===== config.mk =====
export PLATFORM = sky130hd
export DESIGN_NAME = burst_read_engine
export DESIGN_NICKNAME = d
export VERILOG_FILES = /design/src/rtl/bre_pkg.sv /design/src/rtl/bre_cfg_reg.sv /design/src/rtl/bre_latency_cnt.sv /design/src/rtl/bre_addr_step.sv /design/src/rtl/bre_ready_gen.sv /design/src/rtl/burst_read_engine.sv
export SDC_FILE = /design/constraint.sdc
export NUM_CORES = 1
export LEC_CHECK = 0
export BUFFER_PORTS_ARGS = -buffer_cell sky130_fd_sc_hd__buf_2
export CAP_MARGIN = 10
export CORE_MARGIN = 3
export CORE_UTILIZATION = 35
export CTS_CLUSTER_DIAMETER = 120
export DETAILED_ROUTE_END_ITERATION = 8
export GPL_ROUTABILITY_DRIVEN = 0
export MAX_ROUTING_LAYER = met4
export SLEW_MARGIN = 40
export SYNTH_ARGS = -nofsm -noshare
export SYNTH_HDL_FRONTEND = slang
export SYNTH_SLANG_ARGS = --single-unit

===== constraint.sdc =====
create_clock -name clk -period 2.7 [get_ports clk]
set_input_delay 0.27 -clock clk [delete_from_list [all_inputs] [get_ports clk]]
set_output_delay 0.27 -clock clk [all_outputs]
set_load 0.03 [all_outputs]

===== src/rtl/bre_pkg.sv =====
package bre_pkg;

    localparam int ADDR_W    = 12;
    localparam int DATA_W    = 16;
    localparam int CFG_W     = 16;
    localparam int SEG_WORDS = 16;
    localparam int CNT_W     = 7;
    localparam int LAT_W     = 3;

    localparam logic [CFG_W-1:0] CFG_RESET   = 16'hEFC8;
    localparam logic [31:0]      PATTERN_KEY = 32'h5A5AC3A5;

    // bit positions inside the configuration word
    localparam int B_ASYNC   = 15;
    localparam int B_PENALTY = 14;
    localparam int B_LAT_HI  = 13;
    localparam int B_LAT_LO  = 11;
    localparam int B_RDY_POL = 10;
    localparam int B_RDY_TIM = 8;
    localparam int B_WRAP    = 3;
    localparam int B_LEN_HI  = 2;

    typedef enum logic [1:0] {
        SEQ_IDLE,
        SEQ_WAIT,
        SEQ_STREAM
    } seq_state_e;

    typedef struct packed {
        logic             async_mode;
        logic             cross_pen;
        logic [LAT_W-1:0] lat_code;
        logic             rdy_high;
        logic             rdy_with_data;
        logic             wrap_en;
        logic [5:0]       burst_words;   // 0 = continuous
    } rd_cfg_t;

    function automatic logic [LAT_W-1:0] sanitize_latency(logic [LAT_W-1:0] code);
        return (code > 3'd5) ? 3'd5 : code;
    endfunction

    function automatic logic [5:0] burst_words_of(logic [2:0] code);
        logic [5:0] n;
        case (code)
            3'd2:    n = 6'd8;
            3'd3:    n = 6'd16;
            3'd4:    n = 6'd32;
            default: n = 6'd0;
        endcase
        return n;
    endfunction

    function automatic rd_cfg_t decode_cfg(logic [CFG_W-1:0] w);
        rd_cfg_t c;
        c.async_mode    = w[B_ASYNC];
        c.cross_pen     = w[B_PENALTY];
        c.lat_code      = sanitize_latency(w[B_LAT_HI:B_LAT_LO]);
        c.rdy_high      = w[B_RDY_POL];
        c.rdy_with_data = w[B_RDY_TIM];
        c.wrap_en       = w[B_WRAP];
        c.burst_words   = burst_words_of(w[B_LEN_HI:0]);
        return c;
    endfunction

    function automatic logic [31:0] array_word(logic [31:0] a);
        return a ^ PATTERN_KEY;
    endfunction

endpackage


===== src/rtl/bre_cfg_reg.sv =====
module bre_cfg_reg
    import bre_pkg::*;
#(
    parameter int              W         = CFG_W,
    parameter logic [W-1:0]    RESET_VAL = CFG_RESET
) (
    input  logic         clk,
    input  logic         rst,
    input  logic         we,
    input  logic [W-1:0] wdata,
    output logic [W-1:0] word_q,
    output rd_cfg_t      cfg
);

    always_ff @(posedge clk) begin
        if (rst) begin
            word_q <= RESET_VAL;
        end else if (we) begin
            word_q <= wdata;
        end
    end

    assign cfg = decode_cfg(word_q);

    AST_CFG_DEFAULT: assert property (@(posedge clk)
        rst |=> (word_q == RESET_VAL));

endmodule


===== src/rtl/bre_latency_cnt.sv =====
module bre_latency_cnt #(
    parameter int CW = 3
) (
    input  logic          clk,
    input  logic          rst,
    input  logic          clr,
    input  logic          load,
    input  logic [CW-1:0] load_val,
    output logic          expired
);

    logic [CW-1:0] cnt_q;

    always_ff @(posedge clk) begin
        if (rst || clr) begin
            cnt_q <= '0;
        end else if (load) begin
            cnt_q <= load_val;
        end else if (cnt_q != '0) begin
            cnt_q <= cnt_q - 1'b1;
        end
    end

    assign expired = (cnt_q == '0);

    AST_LAT_DESCEND: assert property (@(posedge clk) disable iff (rst)
        (!clr && !load && cnt_q != '0) |=> (cnt_q == $past(cnt_q) - 1'b1));

endmodule


===== src/rtl/bre_addr_step.sv =====
module bre_addr_step #(
    parameter int AW  = 12,
    parameter int SEG = 16
) (
    input  logic [AW-1:0] cur,
    input  logic [5:0]    burst_words,
    input  logic          wrap_en,
    input  logic          cross_pen,
    input  logic          pen_taken,
    output logic [AW-1:0] nxt,
    output logic          need_pen,
    output logic          wrap_act
);

    localparam int SEG_LOG = $clog2(SEG);

    logic [AW-1:0] mask;
    logic [AW-1:0] inc;

    always_comb begin
        wrap_act = wrap_en && (burst_words != 6'd0);
        mask     = AW'(burst_words) - AW'(1);
        inc      = cur + AW'(1);
        nxt      = wrap_act ? ((cur & ~mask) | (inc & mask)) : inc;
        need_pen = cross_pen && !wrap_act && !pen_taken
                   && (nxt[SEG_LOG-1:0] == '0);
    end

endmodule


===== src/rtl/bre_ready_gen.sv =====
module bre_ready_gen (
    input  logic async_mode,
    input  logic rdy_high,
    input  logic rdy_with_data,
    input  logic ce,
    input  logic dv,
    input  logic will_present,
    output logic rdy_pin
);

    logic active;

    always_comb begin
        if (async_mode || rdy_with_data) begin
            active = dv;
        end else begin
            active = will_present && ce;
        end
        rdy_pin = rdy_high ? active : !active;
    end

endmodule


===== src/rtl/burst_read_engine.sv =====
module burst_read_engine
    import bre_pkg::*;
#(
    parameter int AW  = ADDR_W,
    parameter int DW  = DATA_W,
    parameter int CW  = CFG_W,
    parameter int SEG = SEG_WORDS
) (
    input  logic          clk,
    input  logic          rst,
    input  logic          cfg_we,
    input  logic [CW-1:0] cfg_wdata,
    output logic [CW-1:0] cfg_q,
    input  logic          ce,
    input  logic          adv,
    input  logic [AW-1:0] addr_in,
    output logic [DW-1:0] data_out,
    output logic          data_valid,
    output logic          rdy
);

    rd_cfg_t          cfg;
    seq_state_e       state_q;
    logic [AW-1:0]    cur_q;
    logic [AW-1:0]    start_q;
    logic [AW-1:0]    nxt_addr;
    logic [CNT_W-1:0] words_q;
    logic             pen_q;
    logic             dv_q;
    logic [DW-1:0]    dout_q;
    logic             sync_go;
    logic             lat_load;
    logic             lat_clr;
    logic             lat_expired;
    logic             need_pen;
    logic             wrap_act;
    logic             burst_done;
    logic             will_present;
    logic [AW-1:0]    wrap_mask;

    bre_cfg_reg #(.W(CW), .RESET_VAL(CFG_RESET)) u_cfg (
        .clk    (clk),
        .rst    (rst),
        .we     (cfg_we),
        .wdata  (cfg_wdata),
        .word_q (cfg_q),
        .cfg    (cfg)
    );

    assign sync_go  = ce && !cfg.async_mode;
    assign lat_load = sync_go && adv;
    assign lat_clr  = !sync_go;

    bre_latency_cnt #(.CW(LAT_W)) u_lat (
        .clk      (clk),
        .rst      (rst),
        .clr      (lat_clr),
        .load     (lat_load),
        .load_val (cfg.lat_code + 3'd1),
        .expired  (lat_expired)
    );

    bre_addr_step #(.AW(AW), .SEG(SEG)) u_step (
        .cur         (cur_q),
        .burst_words (cfg.burst_words),
        .wrap_en     (cfg.wrap_en),
        .cross_pen   (cfg.cross_pen),
        .pen_taken   (pen_q),
        .nxt         (nxt_addr),
        .need_pen    (need_pen),
        .wrap_act    (wrap_act)
    );

    assign burst_done = (cfg.burst_words != 6'd0)
                        && (words_q == CNT_W'(cfg.burst_words));

    assign will_present = sync_go && !adv
        && (((state_q == SEQ_WAIT) && lat_expired)
         || ((state_q == SEQ_STREAM) && !burst_done && !need_pen));

    always_ff @(posedge clk) begin
        if (rst) begin
            state_q <= SEQ_IDLE;
            cur_q   <= '0;
            start_q <= '0;
            words_q <= '0;
            pen_q   <= 1'b0;
            dv_q    <= 1'b0;
            dout_q  <= '0;
        end else if (!ce) begin
            state_q <= SEQ_IDLE;
            pen_q   <= 1'b0;
            dv_q    <= 1'b0;
        end else if (cfg.async_mode) begin
            state_q <= SEQ_IDLE;
            pen_q   <= 1'b0;
            dv_q    <= 1'b1;
            dout_q  <= DW'(array_word(32'(addr_in)));
        end else if (adv) begin
            state_q <= SEQ_WAIT;
            cur_q   <= addr_in;
            start_q <= addr_in;
            words_q <= '0;
            pen_q   <= 1'b0;
            dv_q    <= 1'b0;
        end else begin
            case (state_q)
                SEQ_WAIT: begin
                    if (lat_expired) begin
                        dout_q  <= DW'(array_word(32'(cur_q)));
                        dv_q    <= 1'b1;
                        words_q <= CNT_W'(1);
                        state_q <= SEQ_STREAM;
                    end else begin
                        dv_q <= 1'b0;
                    end
                end
                SEQ_STREAM: begin
                    if (burst_done) begin
                        state_q <= SEQ_IDLE;
                        dv_q    <= 1'b0;
                    end else if (need_pen) begin
                        pen_q <= 1'b1;
                        dv_q  <= 1'b0;
                    end else begin
                        cur_q  <= nxt_addr;
                        dout_q <= DW'(array_word(32'(nxt_addr)));
                        dv_q   <= 1'b1;
                        pen_q  <= 1'b0;
                        if (cfg.burst_words != 6'd0) begin
                            words_q <= words_q + 1'b1;
                        end
                    end
                end
                default: begin
                    dv_q <= 1'b0;
                end
            endcase
        end
    end

    bre_ready_gen u_rdy (
        .async_mode    (cfg.async_mode),
        .rdy_high      (cfg.rdy_high),
        .rdy_with_data (cfg.rdy_with_data),
        .ce            (ce),
        .dv            (dv_q),
        .will_present  (will_present),
        .rdy_pin       (rdy)
    );

    assign data_out   = dout_q;
    assign data_valid = dv_q;
    assign wrap_mask  = AW'(cfg.burst_words) - AW'(1);

    AST_ASYNC_READ: assert property (@(posedge clk) disable iff (rst)
        (ce && cfg.async_mode) |=> dv_q);

    AST_FIXED_LEN: assert property (@(posedge clk) disable iff (rst)
        (state_q == SEQ_STREAM && cfg.burst_words != 6'd0)
            |-> (words_q <= CNT_W'(cfg.burst_words)));

    AST_WRAP_BLOCK: assert property (@(posedge clk) disable iff (rst)
        (state_q == SEQ_STREAM && wrap_act)
            |-> (((cur_q ^ start_q) & ~wrap_mask) == '0));

    AST_LEAD_READY: assert property (@(posedge clk) disable iff (rst)
        (!cfg.async_mode && !cfg.rdy_with_data && (rdy == cfg.rdy_high)
         && ce && !adv && !cfg_we) |=> dv_q);

    AST_CE_ABORT: assert property (@(posedge clk) disable iff (rst)
        !ce |=> !dv_q);

endmodule


# --- Yosys cells after proc, flatten, opt, wreduce, memory -nomap -nowiden ---
# Index checks and enable logic that the tools add are counted.
op_classes:
  add_sub_neg: 5
  magnitude_cmp: 1
  eq_ne: 19
  mux: 34
  bitwise_logic: 10
  reduce_logical: 42
op_table:
  columns: ["operator", "count"]
  rows:
  - ["$mux 16", 5]
  - ["$mux 12", 5]
  - ["$mux 7", 5]
  - ["$pmux 16 s2", 1]
  - ["$and 12x12->12", 2]
  - ["$not 6->8", 3]
  - ["$pmux 6 s3", 1]
  - ["$pmux 7 s2", 1]
  - ["$logic_and 1x1->1", 13]
  - ["$add 12x1->12 const B", 1]
  - ["$ne 3x2->1 const B", 4]
  - ["$ne 3x3->1 const B", 4]
  - ["$not 12->12", 1]
  - ["$or 12x12->12", 1]
  - ["$mux 1", 9]
  - ["$mux 3", 3]
  - ["$reduce_bool 3->1", 3]
  - ["$logic_not 1->1", 8]
  - ["$ne 2x2->1 const B", 4]
  - ["$add 7x1->7 const B", 1]
  - ["$eq 7x6->1", 1]
  - ["$reduce_and 7->1", 1]
  - ["$sub 6x1->7 const B", 1]
  - ["$eq 3x2->1 const B", 2]
  - ["other kinds (23)", 31]
word_totals:
  regBits: 58
  inputBits: 33
  out_inout_bits: 34
  wordCells: 120

# --- Logic depth before layout (Yosys ltp) ---
# Gate-level depths: netlist of run 1.
depth:
  word_depth: 17
  ltp_mapped: 9
  mapped_depth_nobuf: 8

# --- By module ---
# From an unflattened synthesis of run 1, not the netlist that was laid out.
unflattened:
  cells_unflattened: 381
  hier_area_um2: 3398.3
by_module_without_submodules:
  columns: ["mod", "instances", "cells_per_inst", "area_each_um2", "seq_area_each_um2"]
  rows:
  - ["burst_read_engine", 1, 233, 2040.7, 720.7]
  - ["bre_cfg_reg", 1, 67, 728.2, 320.3]
  - ["bre_addr_step", 1, 56, 401.6, 0.0]
  - ["bre_latency_cnt", 1, 21, 202.7, 60.1]
  - ["bre_ready_gen", 1, 4, 25.0, 0.0]

# --- Worst setup path after synthesis of run 1 ---
# No wires, ideal clock.
synth_timing:
  path_kind: "flip-flop to output port"
  startpoint: "reg u_cfg.word_q[1]"
  endpoint: "out rdy"
  t_arrival_ps: 2585
  t_required_ps: 2430
  path_slack_ps: -155
  stages_incl_launch_ff: 7
  path_buffers: 1
  path_cell_list: "dfxtp_1 > nand2b_1 > a211o_1 > a311o_2 > o21a_1 > clkbuf_1 > a211oi_1"
synth_between:
  elab_chain_cells: 17
  word_cells_on_any_way: 29
  cone_classes: "add/sub: 1; eq/ne: 4; mux: 4; bitwise: 4; reduce/logical: 16"
synth_lines:
  columns: ["item", "line_no", "text"]
  rows:
  - ["from (decl)", "bre_cfg_reg.sv:11", "output logic [W-1:0] word_q,"]
  - ["from (signal assigned)", "bre_cfg_reg.sv:19", "word_q <= wdata;"]
  - ["$eq 3x3->1 / $eq 3x2->1 (equally long branches)", "bre_pkg.sv:45", "case (code)"]
  - ["$pmux 6 s3 (*)", "bre_pkg.sv:45", null]
  - ["$sub 6x1->7", "bre_addr_step.sv:22", "mask = AW'(burst_words) - AW'(1);"]
  - ["$not 12->12", "bre_addr_step.sv:24", "nxt = wrap_act ? ((cur & ~mask) | (inc & mask)) : inc;"]
  - ["$and 12x12->12", "bre_addr_step.sv:24", null]
  - ["$or 12x12->12", "bre_addr_step.sv:24", null]
  - ["$mux 12", "bre_addr_step.sv:24", null]
  - ["$logic_not 4->1", "bre_addr_step.sv:26", "&& (nxt[SEG_LOG-1:0] == '0);"]
  - ["$logic_and 1x1->1", "bre_addr_step.sv:26", null]
  - ["$logic_not 1->1", "burst_read_engine.sv:79", "|| ((state_q == SEQ_STREAM) && !burst_done && !need_pen));"]
  - ["$logic_and 1x1->1 (*)", "burst_read_engine.sv:79", null]
  - ["$logic_or 1x1->1 (*)", "burst_read_engine.sv:79", null]
  - ["$logic_and 1x1->1 (*)", "burst_read_engine.sv:78", "&& (((state_q == SEQ_WAIT) && lat_expired)"]
  - ["$logic_and 1x1->1 (*)", "bre_ready_gen.sv:17", "active = will_present && ce;"]
  - ["$mux 1 (*)", "bre_ready_gen.sv:14", "if (async_mode || rdy_with_data) begin"]
  - ["$logic_not 1->1", "bre_ready_gen.sv:19", "rdy_pin = rdy_high ? active : !active;"]
  - ["$mux 1 (*)", "bre_ready_gen.sv:19", null]
  - ["to (decl)", "burst_read_engine.sv:19", "output logic rdy"]
# Every way passes the cells marked *; elsewhere a longest branch is shown, timed or not.

# --- Final worst setup path of run 1 ---
layout_timing:
  startpoint: "reg u_cfg.word_q[0]"
  endpoint: "out rdy"
# Same word-level chain as after synthesis.

==> metrics.csv, run 1 <==
metric,value,unit
status,"finished, final reports clean",
max_stage_delay,470,ps
core,9330,sq um
cts_tree,done,
crit_path_cell_trace,inv_1 > a211o_1 > a311o_2 > o21a_4 > a211oi_2 > clkbuf_4,
num-nets-final,502,
portBuffers,64,
synth.yosys.seq_area_share,0.325,
setup_viol,0,
use_met1,0.211,
cts_buffers,5,
fin_crit,2600,ps
syn2layout_area_growth,15.9,%
clkLatencyLatePin,320,ps
postLayoutCellArea,3930,sq um
async_flop_share,0,
path_delay_family,compound AO/OA/AOI/OAI gates,
synth.most_common_cell,dfxtp_1,
startpoint_type,flop,
finalCritPeriodShare,0.962,
route.detailed.drc,0,
ant_nets,0,
maxSlewViolCount,0,
clockRootBuffer,clkbuf_8,
hpwlAfterDp,6540,microns
totalWireLength,8760,microns
critPathKind,flop to output pin,
place_area,3820,sq um
syn_avg_cell_area,8.35,sq um
critPathMaxFanout,9,
critPathBufInv,2,
initial_utilization,0.364,
fin_ws,103,ps
die_x,104,microns
clock.fmax,0.385,GHz
grt_max_degree,31,
crit_required,2430,ps
postCtsSetupBuffers,0,
synth_cell_types,63,
drt_iter0_markers,199,
synthFlopType,dfxtp_1,
synth_common_cells,"dfxtp_1 (55), nand2_1 (40), nor2_1 (32)",
netlist_instances,406,
cpMaxStageDelayCell,dfxtp_1,
grt-busiest-layer,met2,
die_area,10900,sq um
tns,0,ps
synthesis.area,3390,sq um
slew_headroom,0.574,
skew,12.8,ps
cts_resized,1,
hold_class,primary input to flop,
grt_pass1_wl,14100,microns
antennaDiodeCount,0,
met3_usage,0.0211,
p_per_area,440,nW/um^2
yosysTopAreaCellShare,0.325,
tightestPinTransition,632,ps
cts-htree-levels,2,
die_height,104,microns
vias_per_cell,5.30,
clk_pin_slew,120,ps
synth_edf_count,0,
rsz0062_at_grt,false,
end_kind,output pin,
grt_pass1_vias,2841,
pre_cts_ws,239,ps
grt_antenna_before_repair,0,
drive_gt1_frac,0.234,
wire_per_inst,14.8,microns
grt_usage,0.161,
clock_path_buffers,2,
worstPathArrival,2330,ps
synth_top_area_cell,dfxtp_1,
holdBufCountCts,0,
yosysWarnings,0,
netlist_top_cells_area,"dfxtp_1 (32%), mux2i_1 (8.6%), nand2_1 (4.4%), nor2_1 (3.5%), ha_1 (3.3%)",
num_vias,3125,
final_hold_viol_count,0,
maxCapViolations,0,
cts.sinks,55,
p_leak,1.53,nW
use_met2,0.256,
rows,35,
io_pins,67,
ir_drop,0.192,mV
ys_ff_latch,55,
dr.pass1.iters,5,
grt_overflow,0,
## logic make-up (layout without fill, tap and decap cells)
| kind of cell | Yosys count | after routing | share of synthesized area |
|---|---|---|---|
| other cells | 1 | 2 | 0.00111 |
| xor+xnor | 11 | 11 | 0.0284 |
| buf+inv | 47 | 101 | 0.0660 |
| fa+ha+maj | 9 | 9 | 0.0332 |
| mux | 32 | 32 | 0.0955 |
| simple gates | 153 | 153 | 0.242 |
| compound gates | 98 | 98 | 0.209 |
| flops | 55 | 55 | 0.325 |
## layout by cell type, fill, tap and decap left out, types with 12 or more instances in the layout
master,instances
nor2_1,32
nand2_1,40
nand3_1,14
buf_4,13
a21oi_1,16
buf_2,63
dfxtp_1,51
mux2i_1,29
inv_1,14
o21ai_0,12
## per-stage QoR
step                       util  power (mW)  hold slack (ps)  cells
after global routing      0.421        1.82              157    590
final                     0.421        1.73              154    590
after global placement    0.409        1.24              442    582
after detailed placement  0.409        1.24              449    582
after floorplan               -        1.14              395    407
after CTS                 0.420        1.75              148    590
## final timing paths
kind                                startpoint                       endpoint  slack (ps)  cells after the start
setup / recovery  u_cfg.word_q[0]$_SDFFE_PP0P_                            rdy         100                      6
hold reg to reg      data_out[11]$_SDFFE_PP0P_      data_out[11]$_SDFFE_PP0P_         460                      2
setup reg to reg       state_q[1]$_SDFFE_PP0P_        words_q[6]$_SDFFE_PP0P_         270                      9
hold / removal                   cfg_wdata[11]  u_cfg.word_q[11]$_SDFFE_PP1P_         150                      3
## flip-flops by register name, indices dropped and copies added (netlist names)
register      cells
cur_q            12
data_out         13
data_valid        1
pen_q             1
state_q           2
u_cfg.word_q     16
u_lat.cnt_q       3
words_q           7
## worst register-to-register path, delay by kind of cell (launching register included)
| family | cells | cell delay, ps |
|---|---|---|
| AOI/OAI and AO/OA | 4 | 850 |
| adders and majority gates | 1 | 180 |
| buffers and inverters | 2 | 260 |
| DFF | 1 | 340 |
| and+or+nand+nor | 2 | 750 |
## final cells by class
type / instances / area (sq um)
Clock buffer: 5 / 68.8
Clock inverter: 3 / 27.5
Fill cell: 958 / 5400
Inverter: 16 / 60.1
Multi-Input combinational cell: 305 / 2090
Sequential cell: 55 / 1110
Tap cell: 129 / 161
Timing Repair Buffer: 77 / 420
## report_power, final
part / switching (mW) / total, mW / internal (mW)
clock network: 0.311 / 0.504 / 0.193
registers: 0.0312 / 0.880 / 0.849
logic: 0.221 / 0.344 / 0.123
total: 0.563 / 1.73 / 1.17
## routing by layer
metal,wire length [microns],vias to the layer above
li1,-,1579
met5,0,-
met2,4150,85
met4,172,0
met3,308,13
met1,4130,1448
No activity file was read; power rests on OpenSTA's default activity.
==> inputs of run 2 (changes only) <==
--- a/config.mk
+++ b/config.mk
@@ -16,4 +16,5 @@
 export SLEW_MARGIN = 40
 export SYNTH_ARGS = -nofsm -noshare
 export SYNTH_HDL_FRONTEND = slang
+export SYNTH_HIERARCHICAL = 1
 export SYNTH_SLANG_ARGS = --single-unit
==> constraint.sdc (replaced) <==
create_clock -name clk -period 2.6 [get_ports clk]
set_input_delay 0.26 -clock clk [delete_from_list [all_inputs] [get_ports clk]]
set_output_delay 0.26 -clock clk [all_outputs]
set_load 0.03 [all_outputs]
==> metrics.csv, run 2 <==
metric,value,unit,change
status,finished with violations,,
violations,negative setup slack,,
vias_per_cell,4.99,,-5.9%
final_cells,586,,-0.68%
wire_per_inst,14.0,microns,-5.4%
crit_required,2340,ps,-90 ps
clock.fmax,0.345,GHz,
wl_met1,3990,microns,-3.4%
cp_common_cell,buf_4,,
synth.yosys.seq_area_share,0.324,,-0.000598
place_area,3930,sq um,+2.9%
rows,35,,unchanged
dp.cells,573,,-1.5%
max_stage_delay,390,ps,-80 ps
hold_class,primary input to flop,,
initial_utilization,0.364,,+0.000671
synth_compound_area_frac,0.158,,-0.0505
postLayoutCellArea,4100,sq um,+4.2%
antennaDiodeCount,0,,unchanged
maxCapViolations,0,,unchanged
critPathBufInv,3,,+1
crit_path_cell_trace,buf_4 > nor3b_2 > buf_4 > xnor2_1 > nand3_1 > or3b_4 > and2_4 > a21boi_2 > nor3_1 > nand2_1 > o31ai_4 > xnor2_2 > buf_6,,
totalWireLength,8230,microns,-6.0%
tns,-299,ps,-299 ps
num-nets-final,498,,-0.80%
cts_buffers,5,,unchanged
syn2layout_area_growth,20.5,%,
die_height,105,microns,about the same
route.detailed.drc,0,,unchanged
rsz0062_at_grt,true,,
cts_tree,done,,
synthAdderAreaFrac,0.0331,,-0.0000611
clockRootBuffer,clkbuf_8,,
clock_path_buffers,2,,unchanged
grt_usage,0.156,,-0.00516
ir_drop,0.214,mV,+12%
portBuffers,64,,unchanged
pre_cts_ws,-47.2,ps,-286 ps
yosysWarnings,6,,+6
core,9330,sq um,unchanged
grt_pass1_vias,2838,,-0.11%
cpMaxStageDelayCell,or3b_4,,
ys_ff_latch,55,,unchanged
synth_common_cells,"dfxtp_1 (55), nor2_1 (42), mux2i_1 (37)",,
die_area,10900,sq um,+0.17%
drt_iter0_markers,127,,-36%
synth_cell_types,60,,-4.8%
netlist_instances,381,,-6.2%
async_flop_share,0,,unchanged
synth.most_common_cell,dfxtp_1,,
largest_reg_flops,16,,unchanged
drive_gt1_frac,0.324,,+0.0896
num_vias,2922,,-6.5%
tightestPinTransition,638,ps,+6.03 ps
utilization,0.439,,+0.0178
r2r_setup_slack,80,ps,-190 ps
io_pins,67,,unchanged
synthXorXnorAreaFrac,0.0747,,+0.0463
synth_top_family_by_area,simple AND/OR/NAND/NOR gates,,
synth_edf_count,0,,unchanged
clk_pin_slew,110,ps,about the same
worstPathArrival,2640,ps,+310 ps
die_x,105,microns,about the same
fillers,951,,-0.73%
final_hold_viol_count,0,,unchanged
multi_input_area,2120,sq um,+1.7%
p_leak,1.72,nW,+12%
cts.sinks,55,,unchanged
synth_top_area_cell,dfxtp_1,,
critPathKind,flop to output pin,,
synth_mux_area_frac,0.112,,+0.0168
grt_pass1_wl,13700,microns,-3.1%
p_per_area,445,nW/um^2,+1.1%
hold_ws,151,ps,-3.53 ps
largest_register,u_cfg/word_q,,
skew,7.96,ps,-4.86 ps
wl_met3,247,microns,-20%
maxSlewViolCount,0,,unchanged
setup_viol,1,,+1
path_delay_family,simple AND/OR/NAND/NOR gates,,
fin_crit,2900,ps,
layout_commonest_cell,buf_2,,
clkLatencyLatePin,310,ps,about the same
netlist_top_cells_area,"dfxtp_1 (32%), mux2i_1 (11%), nor2_1 (4.6%), xnor2_1 (3.9%), xor2_1 (3.6%)",,
end_kind,output pin,,
grt_overflow,0,,unchanged
wl_met2,3840,microns,-7.4%
holdBufCountCts,0,,unchanged
cts-htree-levels,2,,unchanged
synth-simple-area-share,0.221,,-0.0211
grt_max_degree,32,,+3.2%
finalCritPeriodShare,1.12,,
synthFlopType,dfxtp_1,,
dr.pass1.iters,4,,-1
yosysTopAreaCellShare,0.324,,-0.000598
seqCellArea,1110,sq um,+0.34%
critPathMaxFanout,3,,-6
slew_headroom,0.570,,-0.00406
final_cell_mix,"buf_2 (63), dfxtp_1 (52), nor2_1 (42)",,
hpwlAfterDp,6120,microns,-6.4%
synthesis.area,3400,sq um,+0.18%
syn_avg_cell_area,8.92,sq um,+6.8%
ant_nets,0,,unchanged
fin_ws,-299,ps,-402 ps
startpoint_type,flop,,
grt_antenna_before_repair,0,,unchanged
total_power,1.82,mW,+5.4%
top_layer,met4,,
-- run 2: cell count changes in the layout (fill, tap and decap cells not counted), sizes merged, moves of 9 or more --
| cell | delta |
|---|---|
| buf | +18 |
| nand2 | -12 |
| xnor2 | +9 |
| xor2 | +9 |
| o21ai | -11 |
| nor2 | +10 |
| a211o | +13 |
| o211ai | -10 |
-- run 2: what timing repair did --
action                     CTS  global route
cloned                       0             0
setup buffers                0             5
resized for setup            5             4
setup endpoints to repair    1            19
pin swaps                    4             5
hold endpoints to repair     0             0
-- run 2: worst register-to-register path, cell delays in order, from the launching register on --
cell and delay [ps]:
dfxtp_4 360, buf_4 130, nor3b_2 200, buf_4 180, nor4_4 50, a21boi_2 160, nor3_2 80, nand2_1 90
a31oi_1 110, nor3_2 420, nand3_1 190, or3_1 370, a21oi_1 140
-- run 2: cell families (layout without fill, tap and decap cells) --
logic type,after synthesis,after routing
and+or+nand+nor,138,138
adders and majority gates,9,9
other,2,5
muxes,38,38
DFF,55,55
AOI/OAI and AO/OA,69,69
buffers and inverters,41,114
xor gates and xnor gates,29,29
-- run 2: metal layers --
layer	vias to the layer above	track usage
met1	1386	0.204
met5	-	-
met2	47	0.250
met4	0	0.0475
li1	1476	-
met3	13	0.0210
-- run 2: report_power, final --
group | leakage [nW] | switching, mW | internal (mW)
sequential | 0.452 | 0.0327 | 0.882
combinational | 1.22 | 0.241 | 0.167
clock | 0.0451 | 0.304 | 0.195
total | 1.72 | 0.579 | 1.24
-- run 2: worst paths after layout --
check | startpoint | endpoint | cells after the start
hold reg to reg | data_out[14]$_SDFFE_PP0P_ | data_out[14]$_SDFFE_PP0P_ | 2
setup reg to reg | u_cfg/word_q[1]$_SDFFE_PP0P_ | words_q[6]$_SDFFE_PP0P_ | 12
hold / removal | cfg_wdata[9] | u_cfg/word_q[9]$_SDFFE_PP1P_ | 2
setup / recovery | u_cfg/word_q[1]$_SDFFE_PP0P_ | rdy | 13
-- run 2: final cells by class --
cell class                      count  area share
Multi-Input combinational cell    288       0.518
Sequential cell                    55       0.271
Clock inverter                      3     0.00550
Inverter                           12      0.0110
Tap cell                          129      0.0394
Clock buffer                        5      0.0168
Timing Repair Buffer               94       0.139
